==> src/rtl/flash_ramp_pkg.sv <==
package flash_ramp_pkg;

    localparam int CODE_W        = 5;
    localparam int FULL_CODE     = (1 << CODE_W) - 1;
    localparam int FULL_MA       = 320;
    localparam int FLASH_BASE_MA = 260;
    localparam int FLASH_STEP_MA = 20;
    localparam int ASSIST_BASE_MA = 52;
    localparam int ASSIST_STEP_MA = 20;
    localparam int FLASH_LEVELS  = 4;
    localparam int TIMER_W       = 4;

    typedef logic [CODE_W-1:0] code_t;

    typedef enum logic [2:0] {
        ST_IDLE,
        ST_INIT,
        ST_UP,
        ST_HOLD,
        ST_DOWN
    } seq_state_e;

    typedef struct packed {
        logic [1:0]         flash_lvl;
        logic               assist_lvl;
        logic               led_on;
        logic               flash_mode;
        logic [TIMER_W-1:0] timer;
    } ctrl_t;

    function automatic code_t ma_to_code(input int unsigned ma);
        int unsigned q;
        q = (ma * FULL_CODE + FULL_MA / 2) / FULL_MA;
        return q[CODE_W-1:0];
    endfunction

    function automatic int unsigned flash_ma(input int unsigned lvl);
        return FLASH_BASE_MA + FLASH_STEP_MA * lvl;
    endfunction

    function automatic int unsigned assist_ma(input int unsigned lvl);
        return ASSIST_BASE_MA + ASSIST_STEP_MA * lvl;
    endfunction

endpackage

==> src/rtl/frs_level_map.sv <==
module frs_level_map
    import flash_ramp_pkg::*;
(
    input  logic [1:0] flash_lvl,
    input  logic       assist_lvl,
    output code_t      flash_code,
    output code_t      assist_code
);

    code_t flash_tbl [FLASH_LEVELS];

    for (genvar i = 0; i < FLASH_LEVELS; i++) begin : g_flash
        assign flash_tbl[i] = ma_to_code(flash_ma(i));
    end

    assign flash_code  = flash_tbl[flash_lvl];
    assign assist_code = assist_lvl ? ma_to_code(assist_ma(1)) : ma_to_code(assist_ma(0));

endmodule

==> src/rtl/frs_step_pacer.sv <==
module frs_step_pacer #(
    parameter int INIT_TICKS = 300,
    parameter int STEP_TICKS = 16
) (
    input  logic clk,
    input  logic rst,
    input  logic run,
    input  logic init_phase,
    input  logic tick,
    output logic step_done
);

    localparam int MAX_TICKS = (INIT_TICKS > STEP_TICKS) ? INIT_TICKS : STEP_TICKS;
    localparam int CNT_W     = $clog2(MAX_TICKS + 1);

    logic [CNT_W-1:0] cnt_q;
    logic [CNT_W-1:0] lim;

    assign lim       = init_phase ? CNT_W'(INIT_TICKS - 1) : CNT_W'(STEP_TICKS - 1);
    assign step_done = run && tick && (cnt_q == lim);

    always_ff @(posedge clk) begin
        if (rst || !run || step_done) begin
            cnt_q <= '0;
        end else if (tick) begin
            cnt_q <= cnt_q + 1'b1;
        end
    end

    AST_PACER_IN_WINDOW: assert property (@(posedge clk) disable iff (rst)
        run |-> (cnt_q <= lim)) else $error("pacer count beyond limit");

endmodule

==> src/rtl/frs_flash_timer.sv <==
module frs_flash_timer
    import flash_ramp_pkg::*;
#(
    parameter int UNIT_TICKS = 30000
) (
    input  logic               clk,
    input  logic               rst,
    input  logic               run,
    input  logic               tick,
    input  logic [TIMER_W-1:0] dur_code,
    output logic               expired
);

    localparam int TMR_W = $clog2((1 << TIMER_W) * UNIT_TICKS + 1);

    logic [TMR_W-1:0] cnt_q;
    logic [TMR_W-1:0] lim;

    assign lim     = (TMR_W'(dur_code) + TMR_W'(1)) * TMR_W'(UNIT_TICKS) - TMR_W'(1);
    assign expired = run && tick && (cnt_q == lim);

    always_ff @(posedge clk) begin
        if (rst || !run || expired) begin
            cnt_q <= '0;
        end else if (tick) begin
            cnt_q <= cnt_q + 1'b1;
        end
    end

    AST_EXPIRE_SINGLE: assert property (@(posedge clk) disable iff (rst)
        expired |=> !expired) else $error("timer expired twice in a row");

endmodule

==> src/rtl/flash_ramp_seq.sv <==
module flash_ramp_seq
    import flash_ramp_pkg::*;
#(
    parameter int INIT_TICKS = 300,
    parameter int STEP_TICKS = 16,
    parameter int UNIT_TICKS = 30000
) (
    input  logic        clk,
    input  logic        rst,
    input  logic        tick,
    input  logic [1:0]  cfg_flash_lvl,
    input  logic        cfg_assist_lvl,
    input  logic        cfg_led_on,
    input  logic        cfg_flash_mode,
    input  logic [3:0]  cfg_timer,
    input  logic        fault_abort,
    output logic [4:0]  dac_code,
    output logic        boost_en,
    output logic        mode_clr
);

    ctrl_t ctrl;
    assign ctrl = '{flash_lvl: cfg_flash_lvl, assist_lvl: cfg_assist_lvl,
                    led_on: cfg_led_on, flash_mode: cfg_flash_mode, timer: cfg_timer};

    seq_state_e         state_q;
    code_t              code_q, target_q;
    logic               is_flash_q, armed_q, boost_q, clr_q;
    logic [TIMER_W-1:0] dur_q;

    code_t flash_code, assist_code;
    logic  step_done, expired, req_off, pacer_run, timer_run;

    assign req_off   = !ctrl.led_on && !ctrl.flash_mode;
    assign pacer_run = (state_q == ST_INIT) || (state_q == ST_UP) || (state_q == ST_DOWN);
    assign timer_run = (state_q == ST_HOLD) && is_flash_q;

    frs_level_map u_map (
        .flash_lvl   (ctrl.flash_lvl),
        .assist_lvl  (ctrl.assist_lvl),
        .flash_code  (flash_code),
        .assist_code (assist_code)
    );

    frs_step_pacer #(.INIT_TICKS(INIT_TICKS), .STEP_TICKS(STEP_TICKS)) u_pacer (
        .clk        (clk),
        .rst        (rst),
        .run        (pacer_run),
        .init_phase (state_q == ST_INIT),
        .tick       (tick),
        .step_done  (step_done)
    );

    frs_flash_timer #(.UNIT_TICKS(UNIT_TICKS)) u_timer (
        .clk      (clk),
        .rst      (rst),
        .run      (timer_run),
        .tick     (tick),
        .dur_code (dur_q),
        .expired  (expired)
    );

    always_ff @(posedge clk) begin
        if (rst) begin
            state_q    <= ST_IDLE;
            code_q     <= '0;
            target_q   <= '0;
            is_flash_q <= 1'b0;
            dur_q      <= '0;
            armed_q    <= 1'b1;
            boost_q    <= 1'b0;
            clr_q      <= 1'b0;
        end else begin
            clr_q <= 1'b0;
            if (fault_abort) begin
                clr_q   <= (state_q != ST_IDLE);
                state_q <= ST_IDLE;
                code_q  <= '0;
                boost_q <= 1'b0;
                armed_q <= 1'b0;
            end else begin
                unique case (state_q)
                    ST_IDLE: begin
                        if (!ctrl.led_on) begin
                            armed_q <= 1'b1;
                        end else if (armed_q) begin
                            state_q    <= ST_INIT;
                            boost_q    <= 1'b1;
                            code_q     <= '0;
                            is_flash_q <= ctrl.flash_mode;
                            target_q   <= ctrl.flash_mode ? flash_code : assist_code;
                            dur_q      <= ctrl.timer;
                        end
                    end
                    ST_INIT: begin
                        if (step_done) state_q <= ST_UP;
                    end
                    ST_UP: begin
                        if (step_done) begin
                            code_q <= code_q + 1'b1;
                            if (code_q + 1'b1 == target_q) state_q <= ST_HOLD;
                        end
                    end
                    ST_HOLD: begin
                        if (is_flash_q) begin
                            if (expired) begin
                                state_q <= ST_DOWN;
                                clr_q   <= 1'b1;
                            end else if (req_off) begin
                                state_q <= ST_DOWN;
                            end
                        end else if (ctrl.flash_mode) begin
                            is_flash_q <= 1'b1;
                            target_q   <= flash_code;
                            dur_q      <= ctrl.timer;
                            state_q    <= ST_UP;
                        end else if (!ctrl.led_on) begin
                            state_q <= ST_DOWN;
                        end
                    end
                    ST_DOWN: begin
                        if (step_done) begin
                            if (code_q != '0) code_q <= code_q - 1'b1;
                            if ((code_q == '0) || (code_q == code_t'(1) && !is_flash_q)) begin
                                state_q <= ST_IDLE;
                                boost_q <= 1'b0;
                                armed_q <= 1'b0;
                            end
                        end
                    end
                    default: state_q <= ST_IDLE;
                endcase
            end
        end
    end

    assign dac_code = code_q;
    assign boost_en = boost_q;
    assign mode_clr = clr_q;

    AST_DARK_WHEN_OFF: assert property (@(posedge clk) disable iff (rst)
        !boost_en |-> (dac_code == '0)) else $error("code nonzero with boost off");

    AST_ABORT_DARK: assert property (@(posedge clk) disable iff (rst)
        fault_abort |=> (dac_code == '0 && !boost_en)) else $error("abort not honoured");

    AST_UNIT_STEP: assert property (@(posedge clk) disable iff (rst)
        !fault_abort |=> (({1'b0, dac_code} <= {1'b0, $past(dac_code)} + 6'd1) &&
                          ({1'b0, $past(dac_code)} <= {1'b0, dac_code} + 6'd1)))
        else $error("code jumped by more than one");

    AST_CODE_CAP: assert property (@(posedge clk) disable iff (rst)
        boost_en |-> (dac_code <= target_q)) else $error("code above target");

    AST_CLR_PULSE: assert property (@(posedge clk) disable iff (rst)
        mode_clr |=> !mode_clr) else $error("clear request longer than one cycle");

    AST_NO_RESTART: assert property (@(posedge clk) disable iff (rst)
        (state_q == ST_IDLE && !armed_q && !fault_abort) |=> !boost_en)
        else $error("restart without enable low");

endmodule

==> config.mk <==
export PLATFORM = sky130hd
export DESIGN_NAME = flash_ramp_seq
export DESIGN_NICKNAME = d
export VERILOG_FILES = /design/src/rtl/flash_ramp_pkg.sv /design/src/rtl/frs_level_map.sv /design/src/rtl/frs_step_pacer.sv /design/src/rtl/frs_flash_timer.sv /design/src/rtl/flash_ramp_seq.sv
export SDC_FILE = /design/constraint.sdc
export NUM_CORES = 1
export LEC_CHECK = 0
export ABC_AREA = 1
export BUFFER_PORTS_ARGS = -buffer_cell sky130_fd_sc_hd__buf_2
export CORE_ASPECT_RATIO = 0.75
export CORE_MARGIN = 3
export CORE_UTILIZATION = 39
export CTS_BUF_LIST = sky130_fd_sc_hd__clkbuf_4 sky130_fd_sc_hd__clkbuf_8
export DETAILED_ROUTE_END_ITERATION = 8
export PLACE_DENSITY = 0.67
export SLEW_MARGIN = 5
export SYNTH_ARGS = -nofsm -noshare
export SYNTH_HDL_FRONTEND = slang
export SYNTH_SLANG_ARGS = --single-unit
==> constraint.sdc <==
create_clock -name clk -period 6.1 [get_ports clk]
set_clock_uncertainty 0.05 [all_clocks]
set_input_delay 1.525 -clock clk [delete_from_list [all_inputs] [get_ports clk]]
set_output_delay 1.525 -clock clk [all_outputs]
set_load 0.005 [all_outputs]
---- After elaboration in Yosys (flattened, before gate mapping) ----
Cells that the tools add are included.
storage, ports and cells
  bits of input ports ..................... 13
  logic and storage cells ................. 129
  output and inout port bits .............. 7
  register bits ........................... 49
operators by class
  reduce and logical (&&, ||, !) cells .... 34
  add/sub/neg operators ................... 6
  multipliers ............................. 1
  multiplexer cells ....................... 52
  eq/ne operators ......................... 23
  order comparisons ....................... 1
  bitwise gates (word level) .............. 2
operators by type and width
  cell                                                 count
  2-to-1 mux 5 bit                                     12
  2-to-1 mux 3 bit                                     12
  adder 19 x 1 -> 19 bit, second input constant        1
  equality test 19 bit                                 1
  multiplier 19 x 11 -> 15 bit, second input constant  1
  subtractor 19 x 1 -> 19 bit, second input constant   1
  2-to-1 mux 4 bit                                     4
  case mux 3 bit (5 select lines)                      1
  case mux 5 bit (3 select lines)                      1
  2-to-1 mux 1 bit                                     14
  AND reduction 6 bit                                  2
  binary-select mux 5 bit (select 2 bit)               1
  != test 2 x 1 -> 1 bit, second input constant        5
  != test 2 bit, second input constant                 5
  case mux 5 bit (2 select lines)                      1
  adder 9 x 1 -> 9 bit, second input constant          1
  equality test 9 bit                                  1
  2-to-1 mux 9 bit                                     1
  AND reduction 9 bit                                  1
  nonzero test 3 bit                                   3
  case mux 4 bit (2 select lines)                      1
  AND reduction 4 bit                                  2
  logical AND 1 bit                                    7
  logical OR 1 bit                                     7
  24 further kinds                                     33

---- Depth between registers and ports, before layout ----
Gate-level depths: netlist (run 1).
  depth in word-level cells ............... 9
  gate-level depth with buffers ........... 29
  gate-level depth less buffers ........... 29

---- By module ----
A second synthesis (run 1) with hierarchy kept.
second synthesis, totals
  cell total of the unflattened synthesis .. 697
  area total of the unflattened synthesis .. 4,558.1 um2
modules (own cells, without submodules)
  module           cells each  area an instance (um2)  sequential area each (um2)  instances
  frs_flash_timer  406         2,595.0                 380.4                       1
  flash_ramp_seq   202         1,356.3                 420.4                       1
  frs_step_pacer   77          524.3                   180.2                       1
  frs_level_map    12          82.6                    0.0                         1

---- Worst setup path after synthesis (run 1) ----
OpenSTA, ideal clock, no wires.
  kind .................................... reg-to-reg
  start ................................... register dur_q[0]
  end ..................................... register u_timer.cnt_q[12]
  path buffers ............................ 1
  clock period less this slack ............ 4,369 ps
  library setup time ...................... 120 ps
  required time ........................... 5,930 ps
  slack ................................... 1,731 ps
  arrival ................................. 4,199 ps
  cell stages (with the launch flop) ...... 24
  path through ............................ dfxtp_1 > nand3_1 > xor2_1 > inv_1 > ha_1 > ha_1 > or2_2 > fa_1 > ha_1 > nand2_1 > nand2_1 > nor2_1 > nand3_1 > nand2_2 > nand2_1 > nor2_4 > nand3_1 > o21ai_0 > inv_1 > nor2_2 > nand2_4 > nand3_4 > buf_6 > a21oi_2
on the way
  longest elaborated chain between the ends .. 6
ends and longest elaborated chain
  what                          line                   source
  from (decl)                   flash_ramp_seq.sv:29   logic [TIMER_W-1:0] dur_q;
  from (signal assigned)        flash_ramp_seq.sv:92   dur_q <= ctrl.timer;
  from (signal assigned)        flash_ramp_seq.sv:115  dur_q <= ctrl.timer;
  adder 4 x 1 -> 5 bit          frs_flash_timer.sv:19  assign lim = (TMR_W'(dur_code) + TMR_W'(1)) * TMR_W'(UNIT_TICKS) - TMR_W'(1);
  multiplier 19 x 11 -> 15 bit  frs_flash_timer.sv:19
  subtractor 19 x 1 -> 19 bit   frs_flash_timer.sv:19
  equality test 19 bit          frs_flash_timer.sv:20  assign expired = run && tick && (cnt_q == lim);
  logical AND 1 bit             frs_flash_timer.sv:20
  logical OR 1 bit              frs_flash_timer.sv:23  if (rst || !run || expired) begin
  to (signal assigned)          frs_flash_timer.sv:26  cnt_q <= cnt_q + 1'b1;
  to (decl)                     frs_flash_timer.sv:16  logic [TMR_W-1:0] cnt_q;
No other way between the ends.
A chain may end at the register's enable or synchronous reset.

---- Worst setup path in the final report (run 1) ----
  start ................................... register dur_q[0]
  end ..................................... register u_timer.cnt_q[9]
The elaborated chain is that of the path after synthesis.

==> out/qor_table.md, run 1 <==
| Item | This run |
|:---|:---|
| Run status | completed |
| Warnings, synthesis | 0 |
| Die X | 126 µm |
| Final HPWL DP | 8510 µm |
| IR drop worst, VDD | 0.215 mV |
| I/O Buffers | 19 |
| Terminating pin of the worst hold path | target_q[3] |
| Flops & latches, synth | 48 |
| Max-cap violation count | 0 |
| Number of hold buffers added after cts | 0 |
| Kind of capture point of the worst setup path | flip-flop |
| Primary flip-flop cell chosen by synthesis mapping | sky130_fd_sc_hd__dfxtp_1 |
| Total power divided by cell area | 522 mW/mm² |
| Net count of the finished layout | 729 |
| Y dimension of the die | 95.9 µm |
| CP arrival | 5.16 ns |
| Post-DRT Antenna Nets | 0 |
| Starting density of the core | 40.4% |
| Final setup TNS | 0 ns |
| Die area | 0.0121 mm² |
| Maximum number of pins on one net before global-route repair | 20 |
| Fraction of layout cells with a size suffix above 1 | 9.06% |
| Unrepaired setup endpoints after global routing | false |
| Leak | 0.00219 µW |
| Total number of clock tree sinks | 48 |
| Routed via count divided by cell count | 5.12 |
| # fillers | 1096 |
| Count of flip-flops with a built-in enable after synthesis | 0 |
| Area added between synthesis and finish | 8.60% |
| Number of gates given a new drive strength after cts | 0 |
| Final weighted congestion in routability-driven placement | 0.896 |
| Num rows | 32 |
| Cell count after placement | 801 |
| Overall overflow remaining after global route | 0 |
| Average footprint of a synthesized cell | 6.47 µm² |
| Total DRC errors in the routed layout | 0 |
| Clock tree from TritonCTS | done |
| Clock latency of the later-clocked register in the worst-skew pair | 0.31 ns |
| Iteration-0 DRC Markers | 293 |
| CORE AREA | 0.0104 mm² |
| Reg-to-Reg Start | dur_q[0] |
| Synthesized area | 0.00421 mm² |
| Setup CP Type | reg2reg |
| Post-DR wirelength/cell | 12.7 µm |
| Inserted Clock Buffers | 5 |
| Async SR Flop Fraction | 0% |
| Io pins | 20 |
| CTS H-tree depth | 2 |
| Longest Clk Path Bufs | 2 |
| Number of inserted diodes | 0 |
| Overall Global Routing Usage | 17.2% |
| Top achievable clock speed | 0.201 GHz |
| Cell variety after synth | 39 |
| Critical Path Source Type | flip-flop |
| First-pass GRT wire length | 17500 µm |
| Worst hold start | target_q[3] |
| Total number of vias | 4143 |
| Transition time at the pin with the least slew margin | 0.642 ns |
| Reg2reg end | u_timer.cnt_q[9] |
| Sequential share of the synthesized area | 22.8% |
| Final count of pins violating max slew | 0 |
| Post-CTS Setup Repair Bufs | 0 |
| Final-report hold violation count | 0 |
| Synthesized net count | 707 |
| Root buf cell | sky130_fd_sc_hd__clkbuf_8 |
| Number of global-route vias before repair | 3747 |
| Required time worst endpoint | 6.27 ns |
| Min cycle time layout | 4.99 ns |
| Number of instances on the worst hold path | 2 |
| Relative max-transition margin | 57.1% |
| Worst R2R Setup Slack | 1.11 ns |
| Final clock period utilization by the worst path | 81.7% |
| Sum of routed wire length over all layers | 10300 µm |
| Clock-pin slew on the worst setup and hold paths | 0.10 ns |
| Number of antenna violations at the first check in global routing | 0 |
| Type of the most critical hold path | reg2reg |
| Final instance count without filler cells | 809 |
| First drt pass iteration count | 5 |
| Post-synthesis instance total | 650 |
| Final setup violation count | 0 |
| Max FO, Critical Path | 19 |
| Depth of the worst register-to-register path | 25 |
==> flip-flops by register name (all words and copies together), names as in the netlist <==
signal	count
target_q	4
dur_q	4
armed_q	1
is_flash_q	1
u_pacer.cnt_q	9
u_timer.cnt_q	19
dac_code	5
boost_en	1
state_q	3
mode_clr	1
==> routing by layer <==
metal | global-route usage [%] | wire length [µm] | share of wire (%)
met1 | 26.3 | 5420 | 53
met2 | 25.5 | 4100 | 40
met3 | 2.66 | 691 | 6.7
met4 | 3.48 | 85 | 0.83
met5 | 0 | 0 | 0
==> placed cells by master (no fill, tap or decap), types with 2 or more instances in the layout <==
master,instances
sky130_fd_sc_hd__nand2_1,170
sky130_fd_sc_hd__inv_1,99
sky130_fd_sc_hd__nand3_1,68
sky130_fd_sc_hd__nor2_1,56
sky130_fd_sc_hd__dfxtp_1,48
sky130_fd_sc_hd__ha_1,37
sky130_fd_sc_hd__a21oi_1,34
sky130_fd_sc_hd__o21ai_0,21
sky130_fd_sc_hd__xor2_1,20
sky130_fd_sc_hd__buf_2,19
sky130_fd_sc_hd__nor3_1,18
sky130_fd_sc_hd__nor2_2,16
sky130_fd_sc_hd__xnor2_1,9
sky130_fd_sc_hd__fa_1,7
sky130_fd_sc_hd__clkbuf_8,6
sky130_fd_sc_hd__nand4_1,5
sky130_fd_sc_hd__a211oi_1,5
sky130_fd_sc_hd__or2_2,4
sky130_fd_sc_hd__nand2_2,4
sky130_fd_sc_hd__nor3b_1,3
sky130_fd_sc_hd__nor4_1,2
sky130_fd_sc_hd__nand3_2,2
sky130_fd_sc_hd__a21oi_2,2
sky130_fd_sc_hd__o211ai_1,2
==> power breakdown <==
group          leakage, µW  total, µW  switching (µW)  internal [µW]
combinational      0.00174       1740            1140            594
clock            0.0000614        251             117            134
sequential        0.000390        398            45.5            352
total              0.00219       2380            1300           1080
==> worst max-delay path by stage <==
stage / startpoint / endpoint / slack (ns)
after global routing: dur_q[0] / u_timer.cnt_q[9] / 0.47
after floorplan: dur_q[0] / u_timer.cnt_q[12] / 1.73
after CTS: dur_q[0] / u_timer.cnt_q[9] / 1.09
after detailed placement: dur_q[0] / u_timer.cnt_q[9] / 1.11
final: dur_q[0] / u_timer.cnt_q[9] / 1.11
after global placement: dur_q[0] / u_timer.cnt_q[7] / 1.27
==> stage by stage <==
stage,setup WS (ns),instance area [µm²],hold WS (ns),utilization (%),total power (µW)
after floorplan,1.73,4210,0.398,-,1760
after global placement,1.27,4450,0.413,42.7,2100
after detailed placement,1.11,4450,0.423,42.7,2110
after CTS,1.09,4570,0.438,43.9,2380
after global routing,0.474,4570,0.467,43.9,2680
final,1.11,4570,0.435,43.9,2380
==> cell usage after synthesis (2+ instances only) <==
cell type                  instances  area share [%]
sky130_fd_sc_hd__a211oi_1          5            0.89
sky130_fd_sc_hd__a21oi_1          34             4.0
sky130_fd_sc_hd__a21oi_2           2            0.42
sky130_fd_sc_hd__buf_2             2            0.24
sky130_fd_sc_hd__dfxtp_1          48              23
sky130_fd_sc_hd__fa_1              7             3.3
sky130_fd_sc_hd__ha_1             37              11
sky130_fd_sc_hd__inv_1            99             8.8
sky130_fd_sc_hd__nand2_1         170              15
sky130_fd_sc_hd__nand2_2           4            0.59
sky130_fd_sc_hd__nand3_1          68             8.1
sky130_fd_sc_hd__nand3_2           2            0.48
sky130_fd_sc_hd__nand4_1           5            0.74
sky130_fd_sc_hd__nor2_1           56             5.0
sky130_fd_sc_hd__nor2_2           16             2.4
sky130_fd_sc_hd__nor3_1           18             2.1
sky130_fd_sc_hd__nor3b_1           3            0.54
sky130_fd_sc_hd__nor4_1            2            0.30
sky130_fd_sc_hd__o211ai_1          2            0.36
sky130_fd_sc_hd__o21ai_0          21             2.5
sky130_fd_sc_hd__or2_2             4            0.59
sky130_fd_sc_hd__xnor2_1           9             1.9
sky130_fd_sc_hd__xor2_1           20             4.2
==> logic make-up (layout without fill, tap and decap cells) <==
group           count (synthesis)  after routing  synth area share, %
compound gates                 72             72                 9.96
xor+xnor                       29             29                 6.04
fa+ha+maj                      44             44                 14.3
buf+inv                       104            127                 9.52
flops                          48             48                 22.8
simple gates                  353            353                 37.3
==> worst max-delay path, cell delays in order, from the launching register on <==
cell and delay [ns]:
sky130_fd_sc_hd__dfxtp_1 0.47, sky130_fd_sc_hd__nand3_1 0.13, sky130_fd_sc_hd__xor2_1 0.52, sky130_fd_sc_hd__inv_1 0.18, sky130_fd_sc_hd__ha_1 0.29, sky130_fd_sc_hd__ha_1 0.19, sky130_fd_sc_hd__or2_2 0.28, sky130_fd_sc_hd__fa_1 0.44
sky130_fd_sc_hd__ha_1 0.40, sky130_fd_sc_hd__nand2_1 0.12, sky130_fd_sc_hd__nand2_1 0.08, sky130_fd_sc_hd__nor2_1 0.21, sky130_fd_sc_hd__nand3_1 0.15, sky130_fd_sc_hd__nand2_2 0.12, sky130_fd_sc_hd__nand3_2 0.08, sky130_fd_sc_hd__nor2_2 0.16
sky130_fd_sc_hd__nand3_1 0.09, sky130_fd_sc_hd__nand2_1 0.08, sky130_fd_sc_hd__nand2_1 0.05, sky130_fd_sc_hd__nand2_1 0.05, sky130_fd_sc_hd__nand2_1 0.05, sky130_fd_sc_hd__nand2_1 0.06, sky130_fd_sc_hd__inv_2 0.05, sky130_fd_sc_hd__nand2_4 0.07
sky130_fd_sc_hd__nand3_4 0.24, sky130_fd_sc_hd__nor3b_1 0.28
==> layout make-up <==
type	instances	area, µm²	share of cell area (%)
flip-flops and latches	48	961	21.0
multi-input cells	498	2850	62.3
inverters	100	375	8.22
clock buffers	6	82.6	1.81
well taps	136	170	3.73
repair buffers	19	95.1	2.08
clock inverters	2	38.8	0.849
No activity file was read; power rests on OpenSTA's default activity.
==> run 2, diff against run 1 <==
--- a/config.mk
+++ b/config.mk
@@ -5,7 +5,7 @@
 export SDC_FILE = /design/constraint.sdc
 export NUM_CORES = 1
 export LEC_CHECK = 0
-export ABC_AREA = 1
+export ABC_AREA = 0
 export BUFFER_PORTS_ARGS = -buffer_cell sky130_fd_sc_hd__buf_2
 export CORE_ASPECT_RATIO = 0.75
 export CORE_MARGIN = 3
==> constraint.sdc (replaced) <==
create_clock -name clk -period 5.2 [get_ports clk]
set_clock_uncertainty 0.05 [all_clocks]
set_input_delay 1.3 -clock clk [delete_from_list [all_inputs] [get_ports clk]]
set_output_delay 1.3 -clock clk [all_outputs]
set_load 0.005 [all_outputs]
==> run 2 against run 1 <==
  * Core utilization is 1.7 points higher
  * Sequential power down 4%
  * Power down 57%
  * Cell area shrank 1.8%
  * Global-route usage decreased by 0.80 points
  * Critical path type unchanged
  * Critical endpoint is now u_timer.cnt_q[7]
  * Sequential share of layout area increased by 0.38 points
  * Maximum frequency increased by 0.19%
  * Non-clock buffer count up 12
  * Die area is 4.0% lower
  * Largest power group is now sequential cells
  * Area after synthesis down 4.3%
  * Hold slack got worse by 0.0078 ns
==> out/qor_table.md, run 2 <==
| Item | This run | Change |
|:---|:---|:---|
| Fraction of synthesized cell area taken by the top area cell type | 23.9% | was 22.8% |
| Synthesized area | 0.00403 mm² | was 0.00421 mm² |
| Die area | 0.0116 mm² | was 0.0121 mm² |
| Clock tree from TritonCTS | done | unchanged |
| Relative max-transition margin | 39.1% | was 57.1% |
| Total power divided by cell area | 227 mW/mm² | was 522 mW/mm² |
| Min cycle time layout | 4.98 ns | was 4.99 ns |
| Final worst slack | 0.224 ns | was 1.11 ns |
| Final count of pins violating max slew | 0 | unchanged |
| Type of the most critical hold path | reg2reg | unchanged |
| Root buf cell | sky130_fd_sc_hd__clkbuf_8 | unchanged |
| CORE AREA | 0.00985 mm² | was 0.0104 mm² |
| Fraction of layout cells with a size suffix above 1 | 13.5% | was 9.06% |
| Final-report hold violation count | 0 | unchanged |
| IR drop worst, VDD | 0.0861 mV | was 0.215 mV |
| First drt pass iteration count | 4 | was 5 |
| Longest Clk Path Bufs | 2 | unchanged |
| Num rows | 31 | was 32 |
| Post-DR wirelength/cell | 14.7 µm | was 12.7 µm |
| Leak | 0.00184 µW | was 0.00219 µW |
| Post-synthesis instance total | 482 | was 650 |
| Required time worst endpoint | 5.39 ns | was 6.27 ns |
| Final setup violation count | 0 | unchanged |
| Dominant cell type by area after synthesis | sky130_fd_sc_hd__dfxtp_1 | unchanged |
| Kind of capture point of the worst setup path | flip-flop | unchanged |
| Iteration-0 DRC Markers | 206 | was 293 |
| Setup CP Type | reg2reg | unchanged |
| Number of global-route vias before repair | 3146 | was 3747 |
| Overall overflow remaining after global route | 0 | unchanged |
| Net count of the finished layout | 561 | was 729 |
| Flops & latches, synth | 48 | unchanged |
| Overall Global Routing Usage | 16.4% | was 17.2% |
| Warnings, synthesis | 0 | unchanged |
| Sequential share of the synthesized area | 23.9% | was 22.8% |
| Top achievable clock speed | 0.201 GHz | about the same |
| Max-cap violation count | 0 | unchanged |
| Final weighted congestion in routability-driven placement | 0.881 | was 0.896 |
| Top library cells by usage in the layout, fill and taps aside | sky130_fd_sc_hd__nor2_1 (61), sky130_fd_sc_hd__dfxtp_1 (48), sky130_fd_sc_hd__nand2_1 (38) | was sky130_fd_sc_hd__nand2_1 (170), sky130_fd_sc_hd__inv_1 (99), sky130_fd_sc_hd__nand3_1 (68) |
| Setup Slack @ Placement | 0.0915 ns | was 1.11 ns |
| Critical Path Source Type | flip-flop | unchanged |
| Top flop regs | u_timer.cnt_q: 19 flops, u_pacer.cnt_q: 9 flops, dac_code: 5 flops | unchanged |
| Unrepaired setup endpoints after global routing | false | unchanged |
| Starting density of the core | 40.9% | was 40.4% |
| Total DRC errors in the routed layout | 0 | unchanged |
| Post-DRT Antenna Nets | 0 | unchanged |
| Total number of vias | 3336 | was 4143 |
| Biggest area contributors in the synthesized netlist | sky130_fd_sc_hd__dfxtp_1 (24%), sky130_fd_sc_hd__ha_1 (11%), sky130_fd_sc_hd__xnor2_1 (7.4%) | was sky130_fd_sc_hd__dfxtp_1 (23%), sky130_fd_sc_hd__nand2_1 (15%), sky130_fd_sc_hd__ha_1 (11%) |
| Total number of clock tree sinks | 48 | unchanged |
| Average footprint of a synthesized cell | 8.35 µm² | was 6.47 µm² |
| Sum of routed wire length over all layers | 9340 µm | was 10300 µm |
| CP arrival | 5.17 ns | was 5.16 ns |
| Number of antenna violations at the first check in global routing | 0 | unchanged |
| Die X | 123 µm | was 126 µm |
| Largest register by flop count | u_timer.cnt_q | unchanged |
| Routed via count divided by cell count | 5.24 | was 5.12 |
| Clock latency of the later-clocked register in the worst-skew pair | 0.31 ns | about the same |
| Most common library cell in the layout ignoring fill and taps | sky130_fd_sc_hd__nor2_1 | was sky130_fd_sc_hd__nand2_1 |
| Max FFs per register | 19 | unchanged |
| Number of inserted diodes | 0 | unchanged |
| Count of flip-flops with a built-in enable after synthesis | 0 | unchanged |
| Synthesized net count | 539 | was 707 |
| Final HPWL DP | 7410 µm | was 8510 µm |
| Run status | completed | unchanged |
| Inserted Clock Buffers | 5 | unchanged |
| I/O Buffers | 19 | unchanged |
| Io pins | 20 | unchanged |
| Final setup TNS | 0 ns | unchanged |
| Max FO, Critical Path | 19 | unchanged |
| Top cell types by occurrence after synthesis | sky130_fd_sc_hd__nor2_1 (62), sky130_fd_sc_hd__dfxtp_1 (48), sky130_fd_sc_hd__nand2_1 (38) | was sky130_fd_sc_hd__nand2_1 (170), sky130_fd_sc_hd__inv_1 (99), sky130_fd_sc_hd__nand3_1 (68) |
| Final clock period utilization by the worst path | 95.7% | was 81.7% |
| Async SR Flop Fraction | 0% | unchanged |
| First-pass GRT wire length | 15200 µm | was 17500 µm |
| Clock-pin slew on the worst setup and hold paths | 0.09 ns | was 0.10 ns |
| Number of hold buffers added after cts | 0 | unchanged |
| Primary flip-flop cell chosen by synthesis mapping | sky130_fd_sc_hd__dfxtp_1 | unchanged |
| Maximum number of pins on one net before global-route repair | 20 | unchanged |
| # fillers | 964 | was 1096 |
| Cell variety after synth | 68 | was 39 |
| Top-count cell post-synth | sky130_fd_sc_hd__nor2_1 | was sky130_fd_sc_hd__nand2_1 |
| Transition time at the pin with the least slew margin | 0.907 ns | was 0.642 ns |
| Y dimension of the die | 94.0 µm | was 95.9 µm |
| Area added between synthesis and finish | 11.5% | was 8.60% |
| CTS H-tree depth | 2 | unchanged |
## run 2: changes by cell type after synthesis, moves of 9 or more
cell and change:
sky130_fd_sc_hd__or3_1 +12, sky130_fd_sc_hd__xnor2_1 +25, sky130_fd_sc_hd__mux2i_1 +10, sky130_fd_sc_hd__nand2_1 -132, sky130_fd_sc_hd__a21oi_1 -19, sky130_fd_sc_hd__nor2_2 -16
sky130_fd_sc_hd__clkbuf_1 +9, sky130_fd_sc_hd__inv_1 -76, sky130_fd_sc_hd__xor2_1 +11, sky130_fd_sc_hd__nand3_1 -51
## run 2: worst max-delay path, stage by stage (launching register included)
cell and delay [ns]:
sky130_fd_sc_hd__dfxtp_1 0.46, sky130_fd_sc_hd__nand3_1 0.16, sky130_fd_sc_hd__xnor2_2 0.16, sky130_fd_sc_hd__inv_1 0.10
sky130_fd_sc_hd__ha_1 0.24, sky130_fd_sc_hd__ha_1 0.18, sky130_fd_sc_hd__or2_2 0.28, sky130_fd_sc_hd__fa_1 0.44
sky130_fd_sc_hd__ha_2 0.39, sky130_fd_sc_hd__nand2_1 0.08, sky130_fd_sc_hd__o211a_1 0.30, sky130_fd_sc_hd__o211ai_1 0.51
sky130_fd_sc_hd__nor2_2 0.15, sky130_fd_sc_hd__and3b_1 0.21, sky130_fd_sc_hd__o2111a_1 0.27, sky130_fd_sc_hd__or2_1 0.25
sky130_fd_sc_hd__a311o_1 0.37, sky130_fd_sc_hd__buf_12 0.17, sky130_fd_sc_hd__nor2_1 0.12
## run 2: area by class of cell
| cell class | count | area [µm²] | share of cell area, % |
|---|---|---|---|
| clock buffers | 6 | 82.6 | 1.84 |
| flip-flops and latches | 48 | 961 | 21.4 |
| well taps | 132 | 165 | 3.68 |
| inverters | 23 | 86.3 | 1.92 |
| multi-input cells | 395 | 2960 | 65.9 |
| clock inverters | 2 | 38.8 | 0.864 |
| repair buffers | 31 | 198 | 4.40 |
## run 2: final timing paths
kind / startpoint / to / slack (ns) / cells past startpoint
worst max-delay path: dur_q[2] / u_timer.cnt_q[7] / 0.22 / 18
worst min-delay path: target_q[3] / target_q[3] / 0.43 / 2
worst max register to register: dur_q[2] / u_timer.cnt_q[7] / 0.22 / 18
worst min register to register: target_q[3] / target_q[3] / 0.43 / 2
## run 2: timing repair
action,in CTS,in global routing
setup buffers,0,2
endpoints found under the setup margin,0,23
resized for setup,0,12
## run 2: kinds of logic after synthesis
family / Yosys count / synth area share (%)
muxes: 10 / 2.49
AOI/OAI and AO/OA: 80 / 15.4
xor gates and xnor gates: 67 / 15.1
DFF: 48 / 23.9
adders and majority gates: 44 / 15.0
and+or+nand+nor: 194 / 23.7
buffers and inverters: 39 / 4.38
## run 2: power breakdown
part | internal [µW] | switching, µW
clock network | 157 | 136
registers | 375 | 8.79
logic | 145 | 199
total | 677 | 344
## run 2: stage by stage
step                power [µW]  hold WS, ns  std cells  cell area (µm²)  util (%)
CTS                        999        0.419        635             4410      44.8
global route              1070        0.441        637             4490      45.6
detailed placement         707        0.405        627             4290      43.6
finish                    1020        0.427        637             4490      45.6
global placement           700        0.401        627             4290      43.6
floorplan                  634        0.389        482             4030         -
## run 2: layer usage
layer  up-vias  track usage (%)  part of all wire (%)
met5         -                0                     0
met4         0             2.95                  0.97
met3         9             3.01                   4.0
met2        46             24.2                    42
met1      1542             24.9                    53
li1       1739                -                     -
==> run 3, diff against run 2 <==
--- a/config.mk
+++ b/config.mk
@@ -13,6 +13,7 @@
 export CTS_BUF_LIST = sky130_fd_sc_hd__clkbuf_4 sky130_fd_sc_hd__clkbuf_8
 export DETAILED_ROUTE_END_ITERATION = 8
 export PLACE_DENSITY = 0.67
+export REMOVE_ABC_BUFFERS = 1
 export SLEW_MARGIN = 5
 export SYNTH_ARGS = -nofsm -noshare
 export SYNTH_HDL_FRONTEND = slang
==> run 3 against run 2 <==
  * First-iteration DRC count rose by 13%
  * Power fell by 5.7%
  * Worst setup slack improved by 0.029 ns
  * Largest power group unchanged
  * Count of clock-buffer cells in the layout did not move
  * Hold slack improved by 0.0018 ns
  * Sequential power barely moved
  * Highest routed layer unchanged
  * Cell count rose by 0.78%
==> out/qor_table.md, run 3 (synthesis gave the netlist of run 2 again) <==
| Item | This run | Change |
|:---|:---|:---|
| Overall Global Routing Usage | 16.2% | was 16.4% |
| Logic gate share of total power | 35.4% | was 33.7% |
| Most frequent cell on the critical path | sky130_fd_sc_hd__ha_1 | unchanged |
| Required time worst endpoint | 5.39 ns | about the same |
| Total number of vias | 3443 | was 3336 |
| Type of the most critical hold path | reg2reg | unchanged |
| IR drop worst, VDD | 0.123 mV | was 0.0861 mV |
| Proportion of total power due to net switching | 34.4% | was 33.7% |
| Maximum number of pins on one net before global-route repair | 20 | unchanged |
| Sum of buffers and inverters on the critical path | 2 | unchanged |
| Number of instances on the worst hold path | 2 | unchanged |
| Number of inserted diodes | 0 | unchanged |
| Reg2reg end | u_timer.cnt_q[14] | was u_timer.cnt_q[7] |
| Min cycle time layout | 4.95 ns | was 4.98 ns |
| Final-report hold violation count | 0 | unchanged |
| Largest register by flop count | u_timer.cnt_q | unchanged |
| Reg-to-Reg Start | dur_q[0] | was dur_q[2] |
| Longest Clk Path Bufs | 2 | unchanged |
| Routed via count divided by cell count | 5.36 | was 5.24 |
| Num rows | 31 | unchanged |
| Final HPWL DP | 7250 µm | was 7410 µm |
| Overall overflow remaining after global route | 0 | unchanged |
| Terminating pin of the worst hold path | target_q[0] | was target_q[3] |
| CTS H-tree depth | 2 | unchanged |
| Top achievable clock speed | 0.202 GHz | was 0.201 GHz |
| Clock Power Share | 24.8% | was 28.7% |
| Post-layout instance area | 0.00445 mm² | was 0.00449 mm² |
| Sum of routed wire length over all layers | 9070 µm | was 9340 µm |
| Setup CP Type | reg2reg | unchanged |
| Unrepaired setup endpoints after global routing | false | unchanged |
| Kind of capture point of the worst setup path | flip-flop | unchanged |
| Max FO, Critical Path | 19 | unchanged |
| Most common library cell in the layout ignoring fill and taps | sky130_fd_sc_hd__nor2_1 | unchanged |
| Clock tree from TritonCTS | done | unchanged |
| Total DRC errors in the routed layout | 0 | unchanged |
| Final setup violation count | 0 | unchanged |
| Area added between synthesis and finish | 10.4% | was 11.5% |
| Inserted Clock Buffers | 5 | unchanged |
| Max-cap violation count | 0 | unchanged |
| Post-CTS Setup Repair Bufs | 0 | unchanged |
| Y dimension of the die | 94.0 µm | unchanged |
| Internal Dissipation | 632 µW | was 677 µW |
| Depth of the worst register-to-register path | 18 | unchanged |
| Fraction of layout cells with a size suffix above 1 | 13.1% | was 13.5% |
| Starting density of the core | 40.9% | unchanged |
| Top library cells by usage in the layout, fill and taps aside | sky130_fd_sc_hd__nor2_1 (62), sky130_fd_sc_hd__dfxtp_1 (48), sky130_fd_sc_hd__nand2_1 (38) | was sky130_fd_sc_hd__nor2_1 (61), sky130_fd_sc_hd__dfxtp_1 (48), sky130_fd_sc_hd__nand2_1 (38) |
| Post-DRT Antenna Nets | 0 | unchanged |
| Cell family with the largest share of critical-path delay | compound AO/OA/AOI/OAI gates | unchanged |
| Clock latency of the later-clocked register in the worst-skew pair | 0.30 ns | was 0.31 ns |
| Peak per-stage delay on the critical path | 0.53 ns | was 0.51 ns |
| Final Total Pwr | 963 µW | was 1020 µW |
| Clock-pin slew on the worst setup and hold paths | 0.09 ns | about the same |
| Post-DR wirelength/cell | 14.1 µm | was 14.7 µm |
| Leak | 0.00186 µW | was 0.00184 µW |
| Root buf cell | sky130_fd_sc_hd__clkbuf_8 | unchanged |
| Cell at the slowest stage of the critical path | sky130_fd_sc_hd__a311o_2 | was sky130_fd_sc_hd__o211ai_1 |
| Total power divided by cell area | 217 mW/mm² | was 227 mW/mm² |
| Io pins | 20 | unchanged |
| Worst R2R Setup Slack | 0.25 ns | was 0.22 ns |
| Worst hold start | target_q[0] | was target_q[3] |
| Final count of pins violating max slew | 0 | unchanged |
| Max FFs per register | 19 | unchanged |
| First drt pass iteration count | 4 | unchanged |
| Critical Path Source Type | flip-flop | unchanged |
| Final weighted congestion in routability-driven placement | 0.891 | was 0.881 |
| DP Area | 0.00432 mm² | was 0.00429 mm² |
| Transition time at the pin with the least slew margin | 0.905 ns | was 0.907 ns |
| Sequential group share of total power | 39.8% | was 37.6% |
| Number of global-route vias before repair | 3250 | was 3146 |
| Relative max-transition margin | 39.2% | was 39.1% |
| CP arrival | 5.14 ns | was 5.17 ns |
| I/O Buffers | 19 | unchanged |
| Cell Chain, Critical Path | ha_1 > and3_1 > ha_1 > ha_1 > or2_2 > fa_1 > ha_2 > a21o_1 > a221oi_4 > buf_4 > a2bb2oi_2 > a2111oi_4 > buf_4 > a211o_1 > a31oi_1 > a2111oi_2 > a311o_2 > nor2_1 | was nand3_1 > xnor2_2 > inv_1 > ha_1 > ha_1 > or2_2 > fa_1 > ha_2 > nand2_1 > o211a_1 > o211ai_1 > nor2_2 > and3b_1 > o2111a_1 > or2_1 > a311o_1 > buf_12 > nor2_1 |
| Top flop regs | u_timer.cnt_q: 19 flops, u_pacer.cnt_q: 9 flops, dac_code: 5 flops | unchanged |
| Number of antenna violations at the first check in global routing | 0 | unchanged |
| First-pass GRT wire length | 15400 µm | was 15200 µm |
| Final clock period utilization by the worst path | 95.1% | was 95.7% |
| Run status | completed | unchanged |
| Iteration-0 DRC Markers | 232 | was 206 |
| Die area | 0.0116 mm² | unchanged |
| Switching power | 331 µW | was 344 µW |
| Net count of the finished layout | 566 | was 561 |
| Die X | 123 µm | unchanged |
| CORE AREA | 0.00985 mm² | unchanged |
| Total number of clock tree sinks | 48 | unchanged |
run 3: how the worst max path moves through the flow:
stage / startpoint / to / slack (ns) / cells past startpoint
final: dur_q[0] / u_timer.cnt_q[14] / 0.25 / 18
after CTS: dur_q[0] / u_timer.cnt_q[11] / 0.002 / 17
after global routing: dur_q[2] / u_timer.cnt_q[15] / 0.008 / 19
after floorplan: dur_q[0] / u_timer.cnt_q[0] / -0.17 / 17
after global placement: dur_q[0] / u_timer.cnt_q[2] / 0.11 / 16
after detailed placement: dur_q[0] / u_timer.cnt_q[2] / 0.01 / 17
run 3: tightest hold or removal path, stage by stage, from the launching register on:
cell	delay [ns]
sky130_fd_sc_hd__dfxtp_1	0.33
sky130_fd_sc_hd__inv_1	0.05
sky130_fd_sc_hd__a21oi_1	0.05
run 3: per-layer routing:
| layer | track usage [%] | up-vias | share of wire [%] |
|---|---|---|---|
| met5 | 0 | - | 0 |
| met4 | 1.66 | 0 | 0.52 |
| met3 | 2.89 | 6 | 3.9 |
| met2 | 23.3 | 63 | 41 |
| met1 | 25.7 | 1628 | 55 |
| li1 | - | 1746 | - |
run 3: power groups by stage:
stage / Sequential [µW] / Combinational [µW] / Clock (µW)
after floorplan: 390 / 241 / 0
after global placement: 391 / 325 / 0
after detailed placement: 391 / 331 / 0
after CTS: 383 / 334 / 246
after global routing: 384 / 377 / 260
final: 383 / 341 / 239
run 3: final cells by class:
cell class / instances / area, µm²
Clock buffer: 6 / 82.6
Fill cell: 976 / 5410
Timing Repair Buffer: 36 / 223
Tap cell: 132 / 165
Clock inverter: 2 / 13.8
Inverter: 23 / 86.3
Multi-Input combinational cell: 395 / 2910
Sequential cell: 48 / 961
run 3: per-stage QoR:
| step | setup WS (ns) | TNS [ns] | instances | util [%] | hold slack [ns] |
|---|---|---|---|---|---|
| after global routing | 0.00779 | 0 | 642 | 45.1 | 0.468 |
| after floorplan | -0.172 | -3.26 | 466 | - | 0.383 |
| after global placement | 0.113 | 0 | 634 | 43.9 | 0.404 |
| after CTS | 0.00213 | 0 | 642 | 44.9 | 0.431 |
| after detailed placement | 0.00963 | 0 | 634 | 43.9 | 0.416 |
| final | 0.252 | 0 | 642 | 45.1 | 0.429 |
run 3: what timing repair did:
item	4_1_cts	5_1_grt
endpoints found under the setup margin	0	19
gates resized for setup	0	5
hold buffers	0	0
